### src/rtl/fl_pkg.sv
package fl_pkg;
    typedef enum logic [1:0] {
        POOL_EMPTY   = 2'd0,
        POOL_PARTIAL = 2'd1,
        POOL_FULL    = 2'd2
    } pool_state_e;
endpackage

### src/rtl/fl_rel_router.sv
module fl_rel_router #(
    parameter int NUM_PHYS_INT = 16,
    parameter int NUM_PHYS_FP  = 16,
    parameter int ZERO_REG     = 0,
    parameter int IDX_W        = 6
) (
    input  logic             vld,
    input  logic [IDX_W-1:0] idx,
    output logic             to_int,
    output logic             to_fp
);
    localparam int TOTAL = NUM_PHYS_INT + NUM_PHYS_FP;
    localparam logic [IDX_W-1:0] INT_END = IDX_W'(NUM_PHYS_INT);
    localparam logic [IDX_W-1:0] ALL_END = IDX_W'(TOTAL);
    localparam logic [IDX_W-1:0] ZI      = IDX_W'(ZERO_REG);
    localparam logic [IDX_W-1:0] ZF      = IDX_W'(ZERO_REG + NUM_PHYS_INT);

    logic in_int, in_fp;

    always_comb begin
        in_int = (idx < INT_END);
        in_fp  = (idx >= INT_END) && (idx < ALL_END);
        to_int = vld && in_int && (idx != ZI);
        to_fp  = vld && in_fp && (idx != ZF);
    end
endmodule

### src/rtl/fl_err_latch.sv
module fl_err_latch #(
    parameter int N = 2
) (
    input  logic         clk,
    input  logic         rst_n,
    input  logic [N-1:0] set,
    output logic [N-1:0] flags
);
    always_ff @(posedge clk) begin
        if (!rst_n) flags <= '0;
        else        flags <= flags | set;
    end
endmodule

### src/rtl/fl_pool.sv
module fl_pool
    import fl_pkg::*;
#(
    parameter int DEPTH     = 16,
    parameter int IDX_W     = 6,
    parameter int PRE_FIRST = 8,
    parameter int PRE_END   = 16,
    parameter int PRE_SKIP  = 0,
    localparam int CNT_W    = $clog2(DEPTH + 1),
    localparam int PTR_W    = (DEPTH > 1) ? $clog2(DEPTH) : 1
) (
    input  logic             clk,
    input  logic             rst_n,
    input  logic             pop_req,
    input  logic             push_a_vld,
    input  logic [IDX_W-1:0] push_a_idx,
    input  logic             push_b_vld,
    input  logic [IDX_W-1:0] push_b_idx,
    output logic [IDX_W-1:0] head_idx,
    output logic             has_free,
    output logic [CNT_W-1:0] free_cnt,
    output logic             pop_fail,
    output logic             push_drop
);
    function automatic int pre_count();
        int n = 0;
        for (int v = PRE_FIRST; v < PRE_END; v++)
            if (v != PRE_SKIP) n++;
        return n;
    endfunction

    function automatic int pre_value(int k);
        int n = 0;
        for (int v = PRE_FIRST; v < PRE_END; v++) begin
            if (v != PRE_SKIP) begin
                if (n == k) return v;
                n++;
            end
        end
        return 0;
    endfunction

    localparam int PRE_N = pre_count();
    localparam pool_state_e RST_STATE = (PRE_N == 0)     ? POOL_EMPTY :
                                        (PRE_N == DEPTH) ? POOL_FULL  : POOL_PARTIAL;

    function automatic logic [PTR_W-1:0] ptr_inc(logic [PTR_W-1:0] p);
        return (p == PTR_W'(DEPTH - 1)) ? '0 : p + 1'b1;
    endfunction

    logic [IDX_W-1:0] preload_tab [DEPTH];
    logic [IDX_W-1:0] mem [DEPTH];
    logic [PTR_W-1:0] rd_ptr, wr_ptr, wr_ptr_b;
    logic [CNT_W-1:0] count, cnt_nxt;
    pool_state_e      state, state_nxt;

    logic pop_ok, acc_a, acc_b;
    int   room, room_b;

    for (genvar g = 0; g < DEPTH; g++) begin : g_pre
        assign preload_tab[g] = (g < PRE_N) ? IDX_W'(pre_value(g)) : '0;
    end

    // Acceptance of pops and pushes for this cycle.
    always_comb begin
        pop_ok    = pop_req && (state != POOL_EMPTY);
        pop_fail  = pop_req && (state == POOL_EMPTY);
        room      = DEPTH - int'(count) + (pop_ok ? 1 : 0);
        acc_a     = push_a_vld && (room > 0);
        room_b    = room - (acc_a ? 1 : 0);
        acc_b     = push_b_vld && (room_b > 0);
        push_drop = (push_a_vld && !acc_a) || (push_b_vld && !acc_b);
        cnt_nxt   = CNT_W'(int'(count) - (pop_ok ? 1 : 0) + (acc_a ? 1 : 0) + (acc_b ? 1 : 0));
        wr_ptr_b  = acc_a ? ptr_inc(wr_ptr) : wr_ptr;
    end

    // Occupancy state transitions.
    always_comb begin
        state_nxt = state;
        unique case (state)
            POOL_EMPTY: begin
                if (cnt_nxt == CNT_W'(DEPTH))   state_nxt = POOL_FULL;
                else if (cnt_nxt != '0)         state_nxt = POOL_PARTIAL;
            end
            POOL_PARTIAL: begin
                if (cnt_nxt == '0)              state_nxt = POOL_EMPTY;
                else if (cnt_nxt == CNT_W'(DEPTH)) state_nxt = POOL_FULL;
            end
            POOL_FULL: begin
                if (cnt_nxt == '0)              state_nxt = POOL_EMPTY;
                else if (cnt_nxt != CNT_W'(DEPTH)) state_nxt = POOL_PARTIAL;
            end
            default: state_nxt = POOL_EMPTY;
        endcase
    end

    always_ff @(posedge clk) begin
        if (!rst_n) state <= RST_STATE;
        else        state <= state_nxt;
    end

    always_ff @(posedge clk) begin
        if (!rst_n) begin
            for (int i = 0; i < DEPTH; i++) mem[i] <= preload_tab[i];
            rd_ptr <= '0;
            wr_ptr <= PTR_W'(PRE_N % DEPTH);
            count  <= CNT_W'(PRE_N);
        end else begin
            if (acc_a) mem[wr_ptr]   <= push_a_idx;
            if (acc_b) mem[wr_ptr_b] <= push_b_idx;
            if (pop_ok) rd_ptr <= ptr_inc(rd_ptr);
            wr_ptr <= acc_b ? ptr_inc(wr_ptr_b) : wr_ptr_b;
            count  <= cnt_nxt;
        end
    end

    // Outputs decoded from the state register.
    always_comb begin
        has_free = (state != POOL_EMPTY);
        head_idx = mem[rd_ptr];
        free_cnt = count;
    end
endmodule

### src/rtl/reg_free_list.sv
module reg_free_list #(
    parameter int  NUM_LOG_INT  = 8,
    parameter int  NUM_PHYS_INT = 16,
    parameter int  NUM_LOG_FP   = 8,
    parameter int  NUM_PHYS_FP  = 16,
    parameter int  ZERO_REG     = 0,
    localparam int TOTAL  = NUM_PHYS_INT + NUM_PHYS_FP,
    localparam int IDX_W  = $clog2(TOTAL) + 1,
    localparam int INT_CW = $clog2(NUM_PHYS_INT + 1),
    localparam int FP_CW  = $clog2(NUM_PHYS_FP + 1)
) (
    input  logic              clk,
    input  logic              rst_n,
    input  logic              alloc_int_req,
    output logic [IDX_W-1:0]  alloc_int_idx,
    input  logic              alloc_fp_req,
    output logic [IDX_W-1:0]  alloc_fp_idx,
    input  logic              rel_vld,
    input  logic [IDX_W-1:0]  rel_idx,
    input  logic              rel_int_vld,
    input  logic [IDX_W-1:0]  rel_int_idx,
    input  logic              rel_fp_vld,
    input  logic [IDX_W-1:0]  rel_fp_idx,
    output logic              int_has_free,
    output logic [INT_CW-1:0] int_free_cnt,
    output logic              fp_has_free,
    output logic [FP_CW-1:0]  fp_free_cnt,
    output logic [1:0]        underflow_err,
    output logic [1:0]        overflow_err
);
    logic route_int, route_fp;
    logic [1:0] pop_fail, push_drop;

    fl_rel_router #(
        .NUM_PHYS_INT(NUM_PHYS_INT), .NUM_PHYS_FP(NUM_PHYS_FP),
        .ZERO_REG(ZERO_REG), .IDX_W(IDX_W)
    ) u_router (
        .vld(rel_vld), .idx(rel_idx), .to_int(route_int), .to_fp(route_fp)
    );

    fl_pool #(
        .DEPTH(NUM_PHYS_INT), .IDX_W(IDX_W),
        .PRE_FIRST(NUM_LOG_INT), .PRE_END(NUM_PHYS_INT), .PRE_SKIP(ZERO_REG)
    ) u_int_pool (
        .clk(clk), .rst_n(rst_n), .pop_req(alloc_int_req),
        .push_a_vld(route_int), .push_a_idx(rel_idx),
        .push_b_vld(rel_int_vld), .push_b_idx(rel_int_idx),
        .head_idx(alloc_int_idx), .has_free(int_has_free), .free_cnt(int_free_cnt),
        .pop_fail(pop_fail[0]), .push_drop(push_drop[0])
    );

    fl_pool #(
        .DEPTH(NUM_PHYS_FP), .IDX_W(IDX_W),
        .PRE_FIRST(NUM_PHYS_INT + NUM_LOG_FP), .PRE_END(TOTAL),
        .PRE_SKIP(ZERO_REG + NUM_PHYS_INT)
    ) u_fp_pool (
        .clk(clk), .rst_n(rst_n), .pop_req(alloc_fp_req),
        .push_a_vld(route_fp), .push_a_idx(rel_idx),
        .push_b_vld(rel_fp_vld), .push_b_idx(rel_fp_idx),
        .head_idx(alloc_fp_idx), .has_free(fp_has_free), .free_cnt(fp_free_cnt),
        .pop_fail(pop_fail[1]), .push_drop(push_drop[1])
    );

    fl_err_latch #(.N(2)) u_uf (.clk(clk), .rst_n(rst_n), .set(pop_fail),  .flags(underflow_err));
    fl_err_latch #(.N(2)) u_of (.clk(clk), .rst_n(rst_n), .set(push_drop), .flags(overflow_err));
endmodule

### config.mk
export PLATFORM = sky130hd
export DESIGN_NAME = reg_free_list
export DESIGN_NICKNAME = d
export VERILOG_FILES = /design/src/rtl/fl_pkg.sv /design/src/rtl/fl_rel_router.sv /design/src/rtl/fl_err_latch.sv /design/src/rtl/fl_pool.sv /design/src/rtl/reg_free_list.sv
export SDC_FILE = /design/constraint.sdc
export NUM_CORES = 1
export LEC_CHECK = 0
export ABC_AREA = 1
export BUFFER_PORTS_ARGS = -buffer_cell sky130_fd_sc_hd__clkbuf_2
export CAP_MARGIN = 30
export CORE_MARGIN = 1.5
export CORE_UTILIZATION = 55
export DETAILED_ROUTE_END_ITERATION = 7
export PLACE_DENSITY = 0.72
export SYNTH_ARGS = -nofsm -noshare
export SYNTH_HDL_FRONTEND = slang
export SYNTH_SLANG_ARGS = --single-unit
### constraint.sdc
create_clock -name clk -period 8.13 [get_ports clk]
set_input_delay 2.439 -clock clk [delete_from_list [all_inputs] [get_ports clk]]
set_output_delay 2.439 -clock clk [all_outputs]
set_load 0.05 [all_outputs]
Word level (Yosys, flattened, before mapping):

Memories as Yosys holds them, arrays and structs flattened. A register that Yosys moved wholly into a read port is not among the register bits.
Index checks and enable logic that the tools add are counted.

* $add $sub $neg: 18
* $lt $le $gt $ge: 7
* eq/ne operators: 21
* mux-type cells: 59
* bitwise gates (word level): 2
* reduce and logical (&&, ||, !) cells: 38

Operator list (count)
* 32-bit by 1-bit > comparator with 1-bit output (second input constant): 4
* 4-bit two-way mux: 18
* 32-bit by 2-bit adder with 32-bit output: 1
* 32-bit adder: 1
* 32-bit by 2-bit subtractor with 32-bit output: 1
* 32-bit subtractor: 1
* 4-bit by 1-bit adder with 4-bit output (second input constant): 6
* 4-bit equality test (second input constant): 6
* 2-bit two-way mux: 12
* 6-bit two-way mux: 4
* 6-bit OR reduction: 4
* 1-bit two-way mux: 23
* 5-bit adder: 4
* 1-bit logical AND: 17
* 3-bit by 1-bit != test with 1-bit output (second input constant): 4
* 2-bit one-hot mux with 3 select lines: 2
* 5-bit by 5-bit subtractor with 6-bit output (first input constant): 2
* 5-bit equality test (second input constant): 2
* 5-bit zero test: 2
* 5-bit != test (second input constant): 2
* 5-bit nonzero test: 2
* 5-bit subtractor: 2
* 6-bit by 5-bit greater-or-equal comparator with 1-bit output (second input constant): 1
* 6-bit by 5-bit < comparator with 1-bit output (second input constant): 1
* other kinds (12): 23

* flip-flop bits (word level): 34
* RAM bits: 192
* logic and storage cells: 157
* memories kept: 2

Memory list
* u_fp_pool.mem: words 16, width 6, read ports 1, clocked after memory_dff 1, write ports 16, line fl_pool.sv:52 `logic [IDX_W-1:0] mem [DEPTH];`
* u_int_pool.mem: words 16, width 6, read ports 1, clocked after memory_dff 1, write ports 16, line fl_pool.sv:52

Depth between registers and ports, before layout:

Gate-level depths: netlist (run 1).

* depth after elaboration: 16
* depth in mapped cells: 41

Hierarchy:

A second synthesis (run 1) with hierarchy kept.

* cells, all modules: 1910
* area total of the unflattened synthesis: 15093.2 µm²

Modules (own cells, without submodules)
* fl_pool (u_fp_pool): times used 1, cells an instance 939, area each 7492.2 µm², sequential area each 3263.1 µm²
* fl_pool (u_int_pool): times used 1, cells an instance 945, area each 7434.6 µm², sequential area each 3263.1 µm²
* fl_err_latch: times used 2, cells an instance 7, area each 58.8 µm², sequential area each 40.0 µm²
* fl_rel_router: times used 1, cells an instance 12, area each 48.8 µm², sequential area each 0.0 µm²

Least setup slack after synthesis (run 1):

Ideal clock, no wire load.

* kind: input -> register
* start point: in alloc_fp_req
* end point: reg u_fp_pool.state[1]
* data arrival time: 7250 ps
* required time: 8015 ps
* slack: 765 ps
* cell stages on the path: 39
* buffers on the path: 0
* cell sequence: nand2_1 > inv_1 > ha_1 > ha_1 > inv_1 > nor2_8 > nand4_1 > ha_1 > nand2_1 > nor2_1 > nand3_2 > nor3_2 > nand2_1 > nor2_1 > nand2_2 > nand3_4 > inv_1 > ha_1 > (+3 left out) > nor2_1 > nand2_1 > nor2_1 > nand3_1 > nor2_1 > nand3_1 > nor2_1 > nand2_2 > nand3_4 > fa_1 > inv_1 > fa_1 > a21oi_1 > nor2_1 > nor2_1 > xnor2_1 > inv_1 > a2111oi_0

* longest elaborated chain between the ends: 14

RTL lines
* from (decl): line reg_free_list.sv:16 `input logic alloc_fp_req,`
* 1-bit logical AND (*): line fl_pool.sv:66 `pop_ok = pop_req && (state != POOL_EMPTY);`
* 1-bit two-way mux (*): line fl_pool.sv:68, fl_pool.sv:73
* 32-bit by 2-bit adder with 32-bit output: line fl_pool.sv:68 `room = DEPTH - int'(count) + (pop_ok ? 1 : 0);`
* 32-bit by 1-bit > comparator with 1-bit output: line fl_pool.sv:69 `acc_a = push_a_vld && (room > 0);`
* 1-bit logical AND: line fl_pool.sv:69
* 1-bit two-way mux: line fl_pool.sv:70, fl_pool.sv:73
* 32-bit by 2-bit subtractor with 32-bit output: line fl_pool.sv:70 `room_b = room - (acc_a ? 1 : 0);`
* 32-bit by 1-bit > comparator with 1-bit output: line fl_pool.sv:71 `acc_b = push_b_vld && (room_b > 0);`
* 1-bit logical AND: line fl_pool.sv:71
* 1-bit two-way mux: line fl_pool.sv:73 `cnt_nxt = CNT_W'(int'(count) - (pop_ok ? 1 : 0) + (acc_a ? 1 : 0) + (acc_b ? 1 : 0));`
* 5-bit adder (*): line fl_pool.sv:73
* 5-bit equality test (tied with other cells): line fl_pool.sv:82, fl_pool.sv:87
* 3-bit != test (no line) (tied with other cells)
* 3-bit AND reduction (no line) or 2-bit one-hot mux with 3 select lines (tied branches)
* to (signal assigned): line fl_pool.sv:99 `else state <= state_nxt;`
* to (decl): line fl_pool.sv:55 `pool_state_e state, state_nxt;`

Mark *: on every way between the ends. The rest lies on a longest branch, timed or not.
A chain may end at the register's enable or synchronous reset.

Worst setup path after layout (run 1):

Same ends and word-level chain as after synthesis.

==> results summary, run 1 <==
The number of global-route vias before repair came out at 12.1k. In the synthesized netlist the dominant register cell turns out to be sky130_fd_sc_hd__edfxtp_1. The post-route worst setup slack is 0.781 ns.

The first global-routing pass estimated 63.5 mm of wire. The count of final max-slew check failures was 0. After detailed routing, the number of vias per cell comes to 5.85. The power density over cell area is 270 nW/um2. The launch instance of the worst min-delay path is u_fp_pool.state[0]. The final hold violation count came out at 0. The worst-case headroom to the max-slew limit came out at 31.1%.

The data arrival time of the critical path came out at 7.76 ns. The worst hold path terminates at u_fp_pool.state[1]. The final setup violation count came out at 0. The final core utilization is 60.5%. The number of clock buffers added by TritonCTS is 25. The critical path class is in2reg. For this run, the detailed router's first-pass iteration total came to 6.

TritonCTS built the clock tree. The proportion of layout cells with a drive suffix above 1 is 12.2%. The final period utilization is 90.4%.

Along the worst path, the maximum fanout reaches 6. The number of warnings reported in the yosys synthesis log came out at 0. The run finished with clean final reports. The leakage dissipation is 0.00675 uW. The combined area of the multi-input logic cells came out at 7230 um2. The count of flip-flops with a built-in enable after synthesis came out at 192. The reg-to-reg startpoint is u_fp_pool.free_cnt[2]. The sum of negative setup slack is 0 ns. The number of max-capacitance violations reported is 0. The clock transition time at the flip-flop clock pins of the worst setup and hold paths came out at 0.06 ns.

The number of different library cells in the post-synthesis netlist is 45. The cell that appears most often on the critical path is sky130_fd_sc_hd__nor2_1. For the pin with the worst max-slew slack, the measured transition is 1.03 ns. The routed length per instance is 18.3 um. The violation count after the first detailed-route iteration came out at 1448.

The number of fill cells in the layout came out at 2349. The buffer count from post-CTS setup fixing came out at 0. The number of antenna diodes in the final layout is 0. The number of top-level pins came out at 53. The post-synthesis to final-layout area growth is 8.44%. The count of cells resized by post-cts repair came out at 0. Across the routed clock network, the largest skew measured is 0.0224 ns. Summed over all layers, the routed wires come to 40.5 mm. The maximum number of pins on one net before global-route repair came out at 73. The worst setup path is launched from a primary input.

The total vias in the final route came out at 13.0k. The global placement routability congestion is 0.920. In this run the standard cell core region covers 26900 um2.

The number of rows in the core area came out at 60. The number of cells on the worst reg-to-reg path is 35. The peak clock frequency supported by timing came out at 136 MHz. For this run, asynchronously set or reset flops after synthesis account for 0%. The buffer depth of the longest clock path came out at 3. Once the floorplan was initialized, standard cells occupied 55.8% of the core. On the final layout, the worst hold slack is 0.468 ns.

The clock sink total came out at 234. The final net count is 1940. The total DRC errors in the routed layout came out at 0.

The smallest clock period supported by the final layout is computed as 7.35 ns. The cell count of the worst hold path came out at 1. The cell sitting at the root of the clock tree is a sky130_fd_sc_hd__clkbuf_16. In the final layout, flip-flops and latches occupy 6610 um2. The floorplan step set the die height to 168 um. The pre-CTS worst setup slack is 0.255 ns.

The total global-route track usage came out at 28.6%. The post-synthesis cell area came out at 15000 um2. The mean instance size in the synthesized netlist is 8.14 um2. The setup slack of the most critical reg-to-reg path is 2.11 ns. Detailed placement ended at an HPWL of 27.5 mm. The share of the yosys chip area belonging to registers came out at 44.0%. The count of nets left with antenna violations once routing finished came out at 0. The remaining global-route overflow is 0. The initial antenna violation count is 0.

Setup repair after global routing left no endpoint under its margin. The flop and latch count out of synthesis came out at 234. The worst setup path is captured at a flip-flop. In this run the number of H-tree levels came out at 1. The post-cts hold buffer count is 0. The critical path data required time is 8.54 ns. The endpoint of the most critical register-to-register path is u_fp_pool.state[1].

The clock latency on the worst-skew pair is 0.54 ns. Summing all non-filler instances in the final layout gives an area of 16300 um2. The die covers 28300 um2. The net count of the mapped netlist is 1927. The launching instance or port of the critical path is alloc_fp_req. The cell count after synthesis is 1843.

IR analysis of the VDD net gives a maximum drop of 335 uV. Once placement finished, the instance area stood at 15400 um2. Among all stages on the critical path, the largest delay is contributed by sky130_fd_sc_hd__ha_1. The delay of the slowest critical-path stage is 0.39 ns. The quantity of I/O buffers inserted on ports is 52. The tightest min-delay check is of the reg2reg type. The die width is 168 um.
==> state kept, by name, indices dropped and copies added (netlist names), 4 cells and up, named ones only <==
signal	flops
u_int_pool.wr_ptr	4
u_int_pool.free_cnt	5
u_int_pool.rd_ptr	4
u_fp_pool.mem	96
u_fp_pool.wr_ptr	4
u_int_pool.mem	96
u_fp_pool.rd_ptr	4
u_fp_pool.free_cnt	5
==> report_power, final <==
| group | leakage (uW) | internal (uW) | switching, uW |
|---|---|---|---|
| registers | 0.00216 | 1400 | 66.0 |
| logic | 0.00418 | 516 | 1250 |
| clock network | 0.000409 | 665 | 491 |
| total | 0.00675 | 2580 | 1810 |
==> worst max-delay path, delay by kind of cell <==
family / cells / cell delay, ns
AOI/OAI and AO/OA: 2 / 0.50
xor gates and xnor gates: 1 / 0.13
adders and majority gates: 6 / 1.53
buffers and inverters: 7 / 0.62
and+or+nand+nor: 23 / 2.55
==> worst max path at each step <==
stage | endpoint | depth (start not counted) | slack (ns)
after global placement | u_fp_pool.state[1] | 40 | 0.42
final | u_fp_pool.state[1] | 39 | 0.78
after floorplan | u_fp_pool.state[1] | 39 | 0.77
after CTS | u_fp_pool.state[1] | 40 | 0.78
after detailed placement | u_fp_pool.state[1] | 40 | 0.25
after global routing | u_fp_pool.state[1] | 40 | 0.10
==> metrics by stage <==
stage          total power [uW]  cells
2_1_floorplan              2820   1843
3_3_place_gp               3200   2170
3_5_place_dp               3220   2170
4_1_cts                    4370   2216
5_1_grt                    4630   2216
6_report                   4390   2216
==> area by class of cell <==
cell class              count  area share (%)
clock buffers              27            3.89
clock inverters            19            1.19
multi-input cells        1315            44.5
repair buffers             67            2.29
well taps                 341            2.62
flip-flops and latches    234            40.6
inverters                 213            4.91
==> kinds of logic (layout without fill, tap and decap cells) <==
| kind of cell | count (synthesis) | after routing | share of synthesized area, % |
|---|---|---|---|
| compound gates | 272 | 272 | 10.0 |
| xor+xnor | 15 | 15 | 0.926 |
| fa+ha+maj | 59 | 59 | 5.12 |
| buf+inv | 294 | 326 | 7.75 |
| flops | 234 | 234 | 44.0 |
| mux | 48 | 48 | 3.20 |
| simple gates | 921 | 921 | 28.9 |
==> cell usage in the layout, fill, tap and decap left out, drive strengths merged, types with 19 or more instances in the layout <==
master / n
a21oi: 76
clkbuf: 79
clkinv: 19
dfxtp: 42
edfxtp: 192
ha: 55
inv: 210
mux2i: 48
nand2: 432
nand3: 162
nand4: 42
nor2: 259
o211ai: 48
o21ai: 134
==> routing by layer <==
metal | track usage [%] | part of all wire [%] | up-vias
met4 | 9.24 | 2.6 | 0
li1 | - | - | 6220
met2 | 45.4 | 45 | 655
met3 | 4.96 | 10 | 100
met5 | 0 | 0 | -
met1 | 39.9 | 42 | 5996
==> cell usage after synthesis (3+ instances only) <==
library cell,n,area share (%)
sky130_fd_sc_hd__ha_1,55,4.6
sky130_fd_sc_hd__buf_2,17,0.57
sky130_fd_sc_hd__nor4_1,3,0.13
sky130_fd_sc_hd__nor3_1,15,0.50
sky130_fd_sc_hd__o22ai_1,8,0.33
sky130_fd_sc_hd__edfxtp_1,192,38
sky130_fd_sc_hd__inv_1,183,4.6
sky130_fd_sc_hd__o21ai_0,126,4.2
sky130_fd_sc_hd__dfxtp_1,42,5.6
sky130_fd_sc_hd__xnor2_1,6,0.35
sky130_fd_sc_hd__nand3_1,153,5.1
sky130_fd_sc_hd__nand2_1,405,10
sky130_fd_sc_hd__clkbuf_1,55,1.4
sky130_fd_sc_hd__nor2_4,29,2.2
sky130_fd_sc_hd__a21oi_1,76,2.5
sky130_fd_sc_hd__nor2_2,10,0.42
sky130_fd_sc_hd__o21ai_1,8,0.27
sky130_fd_sc_hd__buf_1,4,0.10
sky130_fd_sc_hd__nand4_2,12,1.0
sky130_fd_sc_hd__nand3_4,3,0.35
sky130_fd_sc_hd__clkinv_1,5,0.13
sky130_fd_sc_hd__nand3_2,6,0.40
sky130_fd_sc_hd__buf_6,5,0.38
sky130_fd_sc_hd__fa_1,4,0.53
sky130_fd_sc_hd__xor2_1,8,0.47
sky130_fd_sc_hd__nor2_1,219,5.5
sky130_fd_sc_hd__nand2_2,25,1.0
sky130_fd_sc_hd__inv_2,25,0.63
sky130_fd_sc_hd__mux2i_1,48,3.2
sky130_fd_sc_hd__o211ai_1,48,2.4
sky130_fd_sc_hd__nand4_1,28,1.2
No activity file was read; power rests on OpenSTA's default activity.
==> run 2: changes to the inputs <==
Settings changed: PLACE_DENSITY 0.72 to 0.74.
==> run 2 against run 1 <==
Via count increased by 0.68%. Utilization decreased by 0.44 points. Sequential share of layout area increased by 0.30 points. Combinational power about the same. Power decreased by 3.1%. Largest power group unchanged.
==> results summary, run 2 (same netlist as run 1, synthesis figures left out) <==
The number of max-capacitance violations reported is 0 (unchanged). The detailed-placement wirelength estimate is 27.8 mm (+1.0%). The clock latency on the worst-skew pair is 0.54 ns (about the same). The part of the total power dissipated in combinational logic is 41.3% (+1.0 points).

The critical path is of the in2reg type. The total global-route track usage was 28.9% (+0.33 points). The final period utilization is 89.8% (-0.64 points). The worst-case headroom to the max-slew limit is 35.3% (+4.1 points).

The met3 track utilization from global routing came out at 3.71% (-1.2 points). The met2 global-route usage came out at 47.4% (+2.0 points). The total die area was 28300 um2 (unchanged). The number of diodes was 0 (unchanged). The first-pass GRT wire length is 64.4 mm (+1.5%). The maximum number of pins on one net before global-route repair came out at 73 (unchanged). The data arrival time of the critical path is 7.71 ns (-0.05 ns). The proportion of layout cells with a drive suffix above 1 came to 11.8% (-0.36 points). The total routed wirelength is 40.7 mm (+0.65%). In the layout the commonest cells are 405 x sky130_fd_sc_hd__nand2_1, 219 x sky130_fd_sc_hd__nor2_1, 192 x sky130_fd_sc_hd__edfxtp_1, 183 x sky130_fd_sc_hd__inv_1, 153 x sky130_fd_sc_hd__nand3_1. The number of top-level pins is 53 (unchanged).

The leakage dissipation is 0.00670 uW (-0.85%). The actual transition at the worst max-transition pin came to 0.966 ns (-0.0602 ns). The launching instance or port of the critical path is alloc_fp_req. The final net count came out at 1940 (unchanged). The largest registers in the layout are u_fp_pool.mem: 96 flops, u_int_pool.mem: 96 flops. The most common cell after layout, fill and taps aside is sky130_fd_sc_hd__nand2_1. The number of global-route vias before repair is 12.4k (+2.8%). The dominant cell type by count on the critical path is sky130_fd_sc_hd__nor2_1. The worst setup path is captured at a flip-flop. The net switching component of the power came out at 1770 uW (-1.9%). The number of rows in the core area came out at 60 (unchanged). The remaining global-route overflow came to 0 (unchanged). The worst setup path is launched from a primary input. The delay of the slowest critical-path stage is 0.39 ns (about the same).

The global placement routability congestion came out at 0.944 (+2.6%). The count of final max-slew check failures is 0 (unchanged). The initial antenna violation count came out at 0 (unchanged). The clock sink total came out at 234 (unchanged). The total core area came out at 26900 um2 (unchanged).

The number of optimization iterations in the first detailed-route pass is 5 (-1). The die boundary height is 168 um (unchanged). The worst ir drop on vdd came to 290 uV (-14%). The maximum fanout encountered on the critical timing path is 6 (unchanged). The worst min-delay path class is reg2reg.

The clock transition time at the flip-flop clock pins of the worst setup and hold paths came to 0.06 ns (about the same). The share of total power in the clock network came out at 24.2% (-2.1 points). The die width is 168 um (unchanged). The worst register-to-register path begins at u_fp_pool.free_cnt[2].

The total vias in the final route is 13.1k (+0.68%). The critical path data required time is 8.54 ns (about the same). The post-cts hold buffer count came out at 0 (unchanged). The final setup violation count came out at 0 (unchanged). The buffer count from post-CTS setup fixing is 0 (unchanged). The final core utilization is 60.1% (-0.44 points). The sum of negative setup slack came out at 0 ns (unchanged). The CTS root buffer is sky130_fd_sc_hd__clkbuf_16. The peak clock frequency supported by timing is 137 MHz (+0.71%). The vias per cell is 5.90 (+0.77%). The run finished with clean final reports. The count of cells resized by post-cts repair is 0 (unchanged).

The switching part of the total came out at 41.7% (+0.49 points). The clock period minus worst slack was 7.30 ns (-0.0521 ns). The post-route antenna net violation count came out at 0 (unchanged).

On the critical path, the stage with the largest delay is an instance of sky130_fd_sc_hd__fa_1. The post-synthesis to final-layout area growth came out at 7.66%. The CTS H-tree depth is 1 (unchanged).

met2 is the most crowded layer. The launch instance of the worst min-delay path is u_fp_pool.state[1]. The routed length per instance is 18.4 um (+0.75%). The buffer depth of the longest clock path came out at 3 (unchanged). The clock tree from TritonCTS is yes. The setup clock skew after layout is 0.0237 ns (+0.00132 ns). The effective utilization at floorplan is 55.8% (unchanged). Setup repair after global routing left no endpoint under its margin. The violation count after the first detailed-route iteration came out at 1376 (-5.0%). The part of the power in registers is 34.5% (+1.1 points). The number of buffers created by CTS is 25 (unchanged). The total DRC errors in the routed layout is 0 (unchanged). The met1 track demand over resource came out at 40.0% (about the same). The final hold violation count came out at 0 (unchanged). The power density over cell area is 263 nW/um2 (-2.4%). The internal power contribution came out at 2480 uW (-3.9%). The quantity of I/O buffers inserted on ports came out at 52 (unchanged).
==> run 2: changes by cell type in the layout (fill, tap and decap cells not counted), sizes merged <==
cell | previous run | this run
bufinv | 3 | 0
clkinv | 19 | 14
inv | 210 | 209
clkbuf | 79 | 86
==> run 2: routing by layer <==
metal,part of all wire [%],vias to the layer above
met5,0,-
met4,2.9,0
met3,10,110
met2,46,713
met1,41,6010
li1,-,6226
==> run 2: path summary, 6_finish.rpt <==
kind	slack (ns)	cells past startpoint	to
setup / recovery	0.83	40	u_fp_pool.state[1]
hold reg to reg	0.47	3	u_fp_pool.state[0]
hold / removal	0.47	3	u_fp_pool.state[0]
setup reg to reg	2.19	36	u_fp_pool.state[1]
==> run 2: layout make-up <==
type	count	area, um2
inverters	213	800
clock buffers	34	659
fillers	2364	10700
multi-input cells	1315	7230
flip-flops and latches	234	6610
repair buffers	67	373
well taps	341	427
clock inverters	10	50.0
==> run 2: power by group through the flow <==
| stage | combinational [uW] | sequential, uW | clock [uW] |
|---|---|---|---|
| 3_3_place_gp | 1720 | 1490 | 0 |
| 4_1_cts | 1740 | 1460 | 1030 |
| 6_report | 1760 | 1470 | 1030 |
| 3_5_place_dp | 1730 | 1490 | 0 |
| 5_1_grt | 1940 | 1480 | 1080 |
| 2_1_floorplan | 1270 | 1550 | 0 |
==> run 2: stage by stage <==
step	std cells	cell area [um2]	hold slack, ns	setup slack (ns)	power [uW]
floorplan	1843	15000	0.449	0.765	2820
global placement	2170	15400	0.456	0.408	3200
detailed placement	2170	15400	0.465	0.312	3220
CTS	2214	16200	0.472	0.814	4240
global route	2214	16200	0.510	0.00527	4490
finish	2214	16200	0.468	0.833	4250
==> run 2: critical path: cells and delay by family <==
kind                     cells  cell delay [ns]
XOR/XNOR                     1             0.12
adder cells (fa/ha/maj)      6             1.60
AO/OA/AOI/OAI                2             0.46
buffers and inverters        6             0.57
AND/OR/NAND/NOR             25             2.50
